### config.mk
export PLATFORM = sky130hd
export DESIGN_NAME = cdf_engine
export DESIGN_NICKNAME = d
export VERILOG_FILES = /design/src/rtl/cdf_pkg.sv /design/src/rtl/cdf_word_fifo.sv /design/src/rtl/cdf_rx_pack.sv /design/src/rtl/cdf_tx_unpack.sv /design/src/rtl/cdf_engine.sv
export SDC_FILE = /design/constraint.sdc
export NUM_CORES = 2
export LEC_CHECK = 0
export BUFFER_PORTS_ARGS = -buffer_cell sky130_fd_sc_hd__buf_2
export CAP_MARGIN = 25
export CORE_UTILIZATION = 40
export CTS_BUF_LIST = sky130_fd_sc_hd__clkbuf_4
export CTS_CLUSTER_SIZE = 30
export DETAILED_ROUTE_END_ITERATION = 7
export GPL_ROUTABILITY_DRIVEN = 0
export PLACE_DENSITY_LB_ADDON = 0.15
export SLEW_MARGIN = 20
export SYNTH_ARGS = -nofsm -noshare
export SYNTH_HDL_FRONTEND = slang
export SYNTH_SLANG_ARGS = --single-unit
### constraint.sdc
create_clock -name clk -period 6.7 [get_ports clk]
set_input_delay 0.335 -clock clk [delete_from_list [all_inputs] [get_ports clk]]
set_output_delay 0.335 -clock clk [all_outputs]
set_load 0.05 [all_outputs]
### src/rtl/cdf_pkg.sv
package cdf_pkg;
    localparam int WORD_W    = 32;
    localparam int BYTE_W    = 8;
    localparam int LANES     = WORD_W / BYTE_W;
    localparam int LANE_W    = $clog2(LANES + 1);

    localparam int OFF_LEN   = 'h00;
    localparam int OFF_CTRL  = 'h04;
    localparam int OFF_BCNT  = 'h08;
    localparam int OFF_WCNT  = 'h0C;
    localparam int OFF_STAT  = 'h10;
    localparam int WIN_BASE  = 'h40;
    localparam int WIN_WORDS = 16;

    localparam int CTRL_EN   = 0;
    localparam int CTRL_DIR  = 1;

    localparam int ST_BLKEND = 0;
    localparam int ST_UNDER  = 1;
    localparam int ST_OVER   = 2;
    localparam int ST_EMPTY  = 3;
    localparam int ST_FULL   = 4;
endpackage

### src/rtl/cdf_word_fifo.sv
module cdf_word_fifo #(
    parameter int DEPTH = 16,
    parameter int W     = 32,
    localparam int AW   = $clog2(DEPTH),
    localparam int LW   = $clog2(DEPTH + 1)
) (
    input  logic          clk,
    input  logic          rst_n,
    input  logic          push,
    input  logic [W-1:0]  push_data,
    input  logic          pop,
    output logic [W-1:0]  head,
    output logic          empty,
    output logic          full,
    output logic [LW-1:0] level
);
    typedef struct packed {
        logic [DEPTH-1:0][W-1:0] mem;
        logic [AW-1:0]           rd;
        logic [AW-1:0]           wr;
        logic [LW-1:0]           lvl;
    } fifo_st_t;

    fifo_st_t st_d, st_q;
    logic     do_pop, do_push;

    always_comb begin
        st_d    = st_q;
        do_pop  = pop && (st_q.lvl != '0);
        do_push = push && ((st_q.lvl != LW'(DEPTH)) || do_pop);
        if (do_push) begin
            st_d.mem[st_q.wr] = push_data;
            st_d.wr = (st_q.wr == AW'(DEPTH - 1)) ? '0 : st_q.wr + 1'b1;
        end
        if (do_pop) begin
            st_d.rd = (st_q.rd == AW'(DEPTH - 1)) ? '0 : st_q.rd + 1'b1;
        end
        case ({do_push, do_pop})
            2'b10:   st_d.lvl = st_q.lvl + 1'b1;
            2'b01:   st_d.lvl = st_q.lvl - 1'b1;
            default: st_d.lvl = st_q.lvl;
        endcase
    end

    always_ff @(posedge clk) begin
        if (!rst_n) st_q <= '0;
        else        st_q <= st_d;
    end

    assign head  = st_q.mem[st_q.rd];
    assign empty = (st_q.lvl == '0);
    assign full  = (st_q.lvl == LW'(DEPTH));
    assign level = st_q.lvl;
endmodule

### src/rtl/cdf_rx_pack.sv
module cdf_rx_pack
    import cdf_pkg::*;
(
    input  logic              clk,
    input  logic              rst_n,
    input  logic              clear,
    input  logic              take,
    input  logic              last,
    input  logic [BYTE_W-1:0] in_byte,
    output logic              word_push,
    output logic [WORD_W-1:0] word
);
    typedef struct packed {
        logic [WORD_W-1:0] acc;
        logic [1:0]        n;
    } pack_st_t;

    pack_st_t          st_d, st_q;
    logic [WORD_W-1:0] merged;

    always_comb begin
        merged    = st_q.acc | (WORD_W'(in_byte) << {st_q.n, 3'b000});
        word_push = take && ((st_q.n == 2'd3) || last);
        st_d      = st_q;
        if (clear) begin
            st_d = '0;
        end else if (take) begin
            if (word_push) begin
                st_d = '0;
            end else begin
                st_d.acc = merged;
                st_d.n   = st_q.n + 1'b1;
            end
        end
    end

    always_ff @(posedge clk) begin
        if (!rst_n) st_q <= '0;
        else        st_q <= st_d;
    end

    assign word = merged;
endmodule

### src/rtl/cdf_tx_unpack.sv
module cdf_tx_unpack
    import cdf_pkg::*;
(
    input  logic              clk,
    input  logic              rst_n,
    input  logic              clear,
    input  logic              load,
    input  logic [WORD_W-1:0] load_word,
    input  logic              step,
    output logic              have_byte,
    output logic [BYTE_W-1:0] out_byte
);
    typedef struct packed {
        logic [WORD_W-1:0] sh;
        logic [LANE_W-1:0] left;
    } unpack_st_t;

    unpack_st_t st_d, st_q;

    always_comb begin
        st_d = st_q;
        if (clear) begin
            st_d = '0;
        end else if (load) begin
            st_d.sh   = load_word;
            st_d.left = LANE_W'(LANES);
        end else if (step) begin
            st_d.sh   = st_q.sh >> BYTE_W;
            st_d.left = st_q.left - 1'b1;
        end
    end

    always_ff @(posedge clk) begin
        if (!rst_n) st_q <= '0;
        else        st_q <= st_d;
    end

    assign have_byte = (st_q.left != '0);
    assign out_byte  = st_q.sh[BYTE_W-1:0];
endmodule

### src/rtl/cdf_engine.sv
module cdf_engine
    import cdf_pkg::*;
#(
    parameter int DEPTH  = 16,
    parameter int CNT_W  = 16,
    parameter int ADDR_W = 8,
    localparam int LW    = $clog2(DEPTH + 1)
) (
    input  logic              clk,
    input  logic              rst_n,
    input  logic              bus_wr,
    input  logic              bus_rd,
    input  logic [ADDR_W-1:0] bus_addr,
    input  logic [31:0]       bus_wdata,
    output logic [31:0]       bus_rdata,
    input  logic              card_rx_valid,
    input  logic [7:0]        card_rx_data,
    output logic              card_rx_ready,
    output logic              card_tx_strobe,
    output logic [7:0]        card_tx_data
);
    typedef struct packed {
        logic [CNT_W-1:0] len;
        logic [7:0]       ctrl;
        logic [CNT_W-1:0] bcnt;
        logic             blk_end;
        logic             under;
        logic             over;
    } eng_st_t;

    eng_st_t st_d, st_q;

    logic              win_hit, ctrl_wr, ctrl_start;
    logic              eng_en, eng_dir_rd;
    logic [CNT_W-1:0]  bytecnt;
    logic              bus_push, push_ok, bus_pop, empty_pop;
    logic              rx_take, eng_load, tx_have, byte_done;
    logic              pk_push;
    logic [WORD_W-1:0] pk_word, fifo_head;
    logic              fifo_push, fifo_pop, fifo_empty, fifo_full;
    logic [LW-1:0]     fifo_level;
    logic [WORD_W-1:0] fifo_wdata;
    logic [CNT_W:0]    wsum;
    logic [31:0]       status;

    assign eng_en     = st_q.ctrl[CTRL_EN];
    assign eng_dir_rd = st_q.ctrl[CTRL_DIR];
    assign bytecnt    = st_q.bcnt;

    // ---- bus decode ----
    assign win_hit    = (int'(bus_addr) >= WIN_BASE) &&
                        (int'(bus_addr) <  WIN_BASE + 4 * WIN_WORDS);
    assign ctrl_wr    = bus_wr && (bus_addr == ADDR_W'(OFF_CTRL));
    assign ctrl_start = ctrl_wr && bus_wdata[CTRL_EN];
    assign bus_push   = bus_wr && win_hit && (bytecnt != '0);
    assign push_ok    = bus_push && !fifo_full;
    assign bus_pop    = bus_rd && win_hit && !fifo_empty;
    assign empty_pop  = bus_rd && win_hit && fifo_empty;

    // ---- card side ----
    assign card_rx_ready  = eng_en && eng_dir_rd && (bytecnt != '0) &&
                            !fifo_full && !bus_push;
    assign rx_take        = card_rx_ready && card_rx_valid;
    assign card_tx_strobe = eng_en && !eng_dir_rd && (bytecnt != '0) && tx_have;
    assign eng_load       = eng_en && !eng_dir_rd && (bytecnt != '0) && !tx_have &&
                            !fifo_empty && !(bus_rd && win_hit);
    assign byte_done      = rx_take || card_tx_strobe;

    assign fifo_push  = push_ok || pk_push;
    assign fifo_wdata = push_ok ? bus_wdata : pk_word;
    assign fifo_pop   = bus_pop || eng_load;

    cdf_word_fifo #(.DEPTH(DEPTH), .W(WORD_W)) u_fifo (
        .clk       (clk),
        .rst_n     (rst_n),
        .push      (fifo_push),
        .push_data (fifo_wdata),
        .pop       (fifo_pop),
        .head      (fifo_head),
        .empty     (fifo_empty),
        .full      (fifo_full),
        .level     (fifo_level)
    );

    cdf_rx_pack u_pack (
        .clk       (clk),
        .rst_n     (rst_n),
        .clear     (ctrl_start),
        .take      (rx_take),
        .last      (bytecnt == CNT_W'(1)),
        .in_byte   (card_rx_data),
        .word_push (pk_push),
        .word      (pk_word)
    );

    cdf_tx_unpack u_unpack (
        .clk       (clk),
        .rst_n     (rst_n),
        .clear     (ctrl_start || (card_tx_strobe && bytecnt == CNT_W'(1))),
        .load      (eng_load),
        .load_word (fifo_head),
        .step      (card_tx_strobe),
        .have_byte (tx_have),
        .out_byte  (card_tx_data)
    );

    // ---- next state ----
    always_comb begin
        st_d = st_q;
        if (bus_wr && bus_addr == ADDR_W'(OFF_LEN)) begin
            st_d.len = bus_wdata[CNT_W-1:0];
        end
        if (ctrl_wr) begin
            st_d.ctrl = bus_wdata[7:0];
        end else if (eng_en && bytecnt == '0 && fifo_empty) begin
            st_d.ctrl[CTRL_EN] = 1'b0;
        end
        if (ctrl_start) begin
            st_d.bcnt    = st_q.len;
            st_d.blk_end = 1'b0;
            st_d.under   = 1'b0;
            st_d.over    = 1'b0;
        end else begin
            if (byte_done) begin
                st_d.bcnt = bytecnt - 1'b1;
                if (bytecnt == CNT_W'(1)) st_d.blk_end = 1'b1;
            end
            if (empty_pop) st_d.under = 1'b1;
            if (bus_push && fifo_full) st_d.over = 1'b1;
        end
    end

    always_ff @(posedge clk) begin
        if (!rst_n) st_q <= '0;
        else        st_q <= st_d;
    end

    // ---- read mux ----
    assign wsum = {1'b0, bytecnt} + (CNT_W + 1)'(3);

    always_comb begin
        status            = '0;
        status[ST_BLKEND] = st_q.blk_end;
        status[ST_UNDER]  = st_q.under;
        status[ST_OVER]   = st_q.over;
        status[ST_EMPTY]  = fifo_empty;
        status[ST_FULL]   = fifo_full;
        bus_rdata         = '0;
        if (win_hit) begin
            bus_rdata = fifo_empty ? '0 : fifo_head;
        end else begin
            case (int'(bus_addr))
                OFF_LEN:  bus_rdata = 32'(st_q.len);
                OFF_CTRL: bus_rdata = 32'(st_q.ctrl);
                OFF_BCNT: bus_rdata = 32'(bytecnt);
                OFF_WCNT: bus_rdata = 32'(wsum >> 2);
                OFF_STAT: bus_rdata = status;
                default:  bus_rdata = '0;
            endcase
        end
    end
endmodule

### Word level (Yosys, flattened, before mapping)

Cells that the tools add are included.

| operators by class | value |
|---|---|
| mux-type cells | 22 |
| $add $sub $neg | 8 |
| multiply operators | 0 |
| reduce and logical (&&, ||, !) cells | 55 |
| divide/modulo/power cells | 0 |
| $lt $le $gt $ge | 5 |
| shift-type cells | 1 |
| equality and inequality tests | 12 |
| bitwise logic cells | 2 |

Operators with widths:

| cell | number |
|---|---|
| $bwmux W512 | 1 |
| $mux W32 | 5 |
| $bmux W32 S4 | 1 |
| $demux W32 S4 | 1 |
| $pmux W16 S5 | 1 |
| $mux W35 | 2 |
| $mux W34 | 1 |
| $or A32 B32 Y32 | 1 |
| $shl A8 B5 Y32 | 1 |
| $logic_and A1 B1 Y1 | 29 |
| $mux W19 | 1 |
| $add A16 B2 Y17 const B | 1 |
| $mux W17 | 1 |
| $eq A16 B1 Y1 const B | 1 |
| $eq A8 B4 Y1 const B | 2 |
| $logic_not A16 Y1 | 1 |
| $reduce_bool A16 Y1 | 1 |
| $sub A16 B1 Y16 const B | 1 |
| $lt A4 B5 Y1 const B | 2 |
| $pmux W5 S2 | 1 |
| $add A4 B1 Y4 const B | 2 |
| $eq A4 B4 Y1 const B | 2 |
| $eq A8 B3 Y1 const B | 1 |
| $eq A8 B5 Y1 const B | 1 |
| other kinds (24) | 44 |

| word-level totals | value |
|---|---|
| bits in registers | 637 |
| latch bits | 0 |
| output and inout port bits | 42 |
| logic and storage cells | 136 |
| RAM bits | 0 |
| ROM bits | 0 |
| memories | 0 |

### Depth between registers and ports, before layout

| logic depth | value |
|---|---|
| depth in word-level cells | 12 |
| depth in mapped cells | 16 |
| gate-level depth less buffers | 15 |

### Cells and area by module

A second synthesis with hierarchy kept.

| unflattened totals | value |
|---|---|
| cell total of the unflattened synthesis | 2910 |
| area, all modules | 29554.6 µm² |

By module, submodules not included:

| module | cells each | instances | area each (µm²) | sequential area each (µm²) |
|---|---|---|---|---|
| cdf_word_fifo | 2121 | 1 | 22595.4 | 10510.1 |
| cdf_engine | 426 | 1 | 3464.6 | 860.8 |
| cdf_rx_pack | 195 | 1 | 1840.5 | 680.7 |
| cdf_tx_unpack | 168 | 1 | 1654.1 | 700.7 |

### Worst setup path before layout

OpenSTA, ideal clock, no wires.

| timing | value |
|---|---|
| path kind | register to register |
| start point | register st_q (netlist bit bytecnt[0]) |
| end point | register u_fifo.st_q (netlist bit u_fifo.level[4]) |
| data required time | 6585 ps |
| period minus slack after synthesis | 3742 ps |
| setup slack | 2958 ps |
| path buffers | 1 |
| arrival | 3627 ps |
| cell stages (with the launch flop) | 17 |
| cell sequence | dfxtp_1 > inv_1 > ha_1 > or4b_1 > or4_4 > buf_2 > o211a_1 > nor2_1 > ha_1 > inv_1 > fa_1 > nor2b_1 > o21ai_0 > and3_1 > nor3_1 > xnor2_1 > and2_1 |

| on the way | value |
|---|---|
| longest elaborated chain between the ends | 11 |
| elaborated cells on any way between the ends | 24 |
| classes of those cells | 3 x eq/ne; 1 x mux; 20 x reduce/logical |

RTL lines:

| what | line | text |
|---|---|---|
| start, declared | cdf_engine.sv:31 | `eng_st_t st_d, st_q;` |
| start signal, assigned | cdf_engine.sv:135 | `else st_q <= st_d;` |
| $reduce_bool A16 Y1 | cdf_engine.sv:55, cdf_engine.sv:61, cdf_engine.sv:65 |  |
| $logic_and A1 B1 Y1 (3 in a row) | cdf_engine.sv:65 | `assign eng_load = eng_en && !eng_dir_rd && (bytecnt != '0) && !tx_have &&` |
| $logic_and A1 B1 Y1 | cdf_engine.sv:66 | `!fifo_empty && !(bus_rd && win_hit);` |
| $logic_or A1 B1 Y1 | cdf_engine.sv:71 | `assign fifo_pop = bus_pop \|\| eng_load;` |
| $logic_and A1 B1 Y1 | cdf_word_fifo.sv:29 | `do_pop = pop && (st_q.lvl != '0);` |
| $logic_or A1 B1 Y1 | cdf_word_fifo.sv:30 | `do_push = push && ((st_q.lvl != LW'(DEPTH)) \|\| do_pop);` |
| $logic_and A1 B1 Y1 | cdf_word_fifo.sv:30 |  |
| $eq A2 B1 Y1 or $eq A2 B2 Y1 (tied branches) | cdf_word_fifo.sv:38 | `case ({do_push, do_pop})` |
| $pmux W5 S2 or $reduce_bool A2 Y1 (tied branches) | n/a |  |
| end signal, assigned | cdf_word_fifo.sv:47 | `else st_q <= st_d;` |
| end, declared | cdf_word_fifo.sv:24 | `fifo_st_t st_d, st_q;` |

Several ways; a longest one is shown, not always the timed one.
A chain may end at the register's enable or synchronous reset.

### Worst setup path in the final report

| timing | value |
|---|---|
| start point | register u_fifo.st_q[9] (netlist name) |
| end point | output bus_rdata[1] |

| on the way | value |
|---|---|
| longest elaborated chain between the ends | 4 |

RTL lines:

| what | line | text |
|---|---|---|
| $bmux W32 S4 | cdf_word_fifo.sv:50 | `assign head = st_q.mem[st_q.rd];` |
| $mux W32 (implied by the code) | cdf_word_fifo.sv:50 |  |
| $mux W32 | cdf_engine.sv:150 | `bus_rdata = fifo_empty ? '0 : fifo_head;` |
| $mux W32 | cdf_engine.sv:149 | `if (win_hit) begin` |
| end, declared | cdf_engine.sv:15 | `output logic [31:0] bus_rdata,` |

Every way passes these cells. The select of a mux whose other input is x is not followed.

==> results.sh <==
export IMPL_status="finished clean"
export IMPL_grt_pass1_wl_microns=143000
export IMPL_critPathKind="reg -> out"
export IMPL_critPathLaunchType="flop"
export IMPL_synth_edf_count=0
export IMPL_synthAdderAreaFrac_pct=0.687
export IMPL_synth_top_family_by_area="simple AND/OR/NAND/NOR gates"
export IMPL_power_frac_clock_pct=45.9
export IMPL_port_buffers=94
export IMPL_hold_buffers=66
export IMPL_synth_xor_area_share_pct=1.05
export IMPL_timing_max_transition_violations_final=0
export IMPL_drcViolationCount=0
export IMPL_syn2layout_area_growth_pct=13.0
export IMPL_placed_cell_area_sq_um=29300
export IMPL_drt_initial_drc_count=2445
export IMPL_fillers=6820
export IMPL_holdCritPathClass="in -> reg"
export IMPL_ant_nets=0
export IMPL_ios=95
export IMPL_power_frac_seq_pct=51.5
export IMPL_clockBufferDepth=3
export IMPL_cts_root_buf="clkbuf_4"
export IMPL_firstDrtPassIters=7
export IMPL_core_area_sq_um=70100
export IMPL_syn_nets=3302
export IMPL_worst_ep_required_time_ns=6.36
export IMPL_fmax_ghz=0.215
export IMPL_fp_dieH_microns=268
export IMPL_row_count=97
export IMPL_h_tree_depth=4
export IMPL_rsz0062_at_grt="false"
export IMPL_p_int_mw=5.62
export IMPL_start_util_pct=40.5
export IMPL_antenna_found_initial=4
export IMPL_hold_slack_ns=0.0989
export IMPL_cts_resized=0
export IMPL_grt_max_degree=189
export IMPL_via_count=24700
export IMPL_crit_path_end_kind="output port"
export IMPL_max_vdd_ir_drop_mv=0.143
export IMPL_combPwrFrac_pct=2.5
export IMPL_drv_cap=0
export IMPL_avgViaCountPerCell=5.67
export IMPL_synth_area_mux_share_pct=14.1
export IMPL_synth_ff_type="dfxtp_1"
export IMPL_finish_utilization_pct=45.7
export IMPL_p_switching_mw=1.73
export IMPL_yosysMostFrequentCell="nand2_1"
export IMPL_grt_util_all_layers_pct=26.2
export IMPL_die_width_microns=268
export IMPL_hold_viol=0
export IMPL_die_area_sq_um=72100
export IMPL_cp_arrival_ns=4.31
export IMPL_clock_sinks=637
export IMPL_cts_buffers=169
export IMPL_setup_tns_ns=0
export IMPL_placed_cells=4019
export IMPL_async_flop_share_pct=0
export IMPL_yosys_area_share_simple_pct=24.1
export IMPL_synth_seq_cells=637
export IMPL_fin_crit_ns=4.64
export IMPL_synth_avg_cell_area_sq_um=8.78
export IMPL_fin_area_sq_um=32100
export IMPL_tightest_slew_ns=1.11
export IMPL_finalCritPeriodShare_pct=69.3
export IMPL_clk_pin_slew_ns=0.07
export IMPL_drive_gt1_share_pct=18.5
export IMPL_synth_cell_types=65
export IMPL_postCtsSetupRepairBufs=0
export IMPL_nNetsFinal=3387
export IMPL_cp_max_fo=34
export IMPL_place_hpwl_microns=57600
export IMPL_p_leak_nw=13.1
export IMPL_ys_warn_count=0
export IMPL_yosys_area_top_type_share_pct=44.9
export IMPL_stdcell_count=4367
export IMPL_p_sw_share_pct=23.5
export IMPL_synth_compound_area_share_pct=9.72
export IMPL_ys_top_cells_by_count="nand2_1, dfxtp_1, nand3_1, mux4_2, clkbuf_1"
export IMPL_wl_per_cell_microns=21.7
export IMPL_synth_area_top_cells="dfxtp_1, mux4_2, nand2_1"
export IMPL_syn_inst=3234
export IMPL_r2r_slack_ns=2.46
export IMPL_cts_tree="done"
export IMPL_finalSetupViolCount=0
export IMPL_wirelength_microns=94700
export IMPL_skew_ns=0.0527
export IMPL_syn_area_sq_um=28400
export IMPL_yosysTopAreaCell="dfxtp_1"
export IMPL_grt_pass1_vias=24000
export IMPL_seq_area_frac_synth_pct=44.9
export IMPL_slew_limit_headroom_pct=25.3
export IMPL_power_density_nw_per_um2=229
export IMPL_overflow=0
export IMPL_insertion_delay_ns=1.00
-- worst paths after layout --
check                             endpoint                        start  cells after the start
max                           bus_rdata[1]  u_fifo.st_q[9]$_SDFFE_PN0P_                      5
min          u_fifo.st_q[192]$_SDFFE_PN0P_                bus_wdata[19]                      6
max reg2reg   u_fifo.level[4]$_SDFFE_PN0P_      bytecnt[0]$_SDFFE_PN0P_                     15
min reg2reg           st_q[2]$_SDFFE_PP0P_         st_q[2]$_SDFFE_PP0P_                      2
-- kinds of logic after synthesis --
| logic type | Yosys count |
|---|---|
| muxes | 200 |
| and+or+nand+nor | 1569 |
| buffers and inverters | 336 |
| AOI/OAI and AO/OA | 443 |
| xor gates and xnor gates | 34 |
| DFF | 637 |
| adders and majority gates | 15 |
-- state kept, by name, indices dropped and copies added, names as in the netlist --
signal and count:
u_fifo.level 5, u_unpack.st_q 27, bytecnt 16, st_q 25
eng_dir_rd 1, eng_en 1, u_fifo.st_q 520, u_pack.st_q 34
u_unpack.out_byte 8
-- placed cells by master (no fill, tap or decap), drive strengths merged, types with 24 or more instances in the layout --
master and instances:
nand2 874, dfxtp 637, nand3 533, clkbuf 247, o21ai 166, buf 164, mux4 159, a21oi 129
dlygate4sd3 67, nor2 62, mux2i 39, and3 28, a21boi 25, o31ai 24
-- layer usage --
metal  vias up  share of wire (%)  track usage, %
met2       957                 47            42.0
met5         -                  0               0
met4         0                4.0            13.3
met3       209                7.4            5.52
met1     12100                 42            33.5
li1      11500                  -               -
-- through the flow --
stage / setup WS (ns) / power (mW)
finish: 2.06 / 7.35
global route: 1.81 / 7.65
CTS: 1.89 / 7.43
detailed placement: 2.43 / 4.03
global placement: 2.53 / 4.03
floorplan: 2.96 / 3.97
-- final cells by class --
type                    count  area (sq um)  area share (%)
diodes                      3          7.51          0.0234
clock buffers             246          1850            5.76
clock inverters            30           213           0.663
inverters                  18          67.6           0.211
multi-input cells        2261         14200            44.1
flip-flops and latches    637         12800            39.8
well taps                 940          1180            3.67
repair buffers            232          1850            5.76
-- critical path: stages (launching register included) --
cell and delay (ns):
dfxtp_4 0.80, buf_4 0.66, mux4_2 0.64, mux4_2 0.63
a221o_1 0.34, buf_2 0.21
-- power by group through the flow --
stage | logic [mW] | clock network, mW | registers [mW]
2_1_floorplan | 0.0973 | 0 | 3.87
3_3_place_gp | 0.158 | 0 | 3.87
3_5_place_dp | 0.161 | 0 | 3.87
4_1_cts | 0.183 | 3.46 | 3.79
5_1_grt | 0.198 | 3.67 | 3.78
6_report | 0.187 | 3.37 | 3.79
Note: power is estimated with default switching activity, not from simulation.
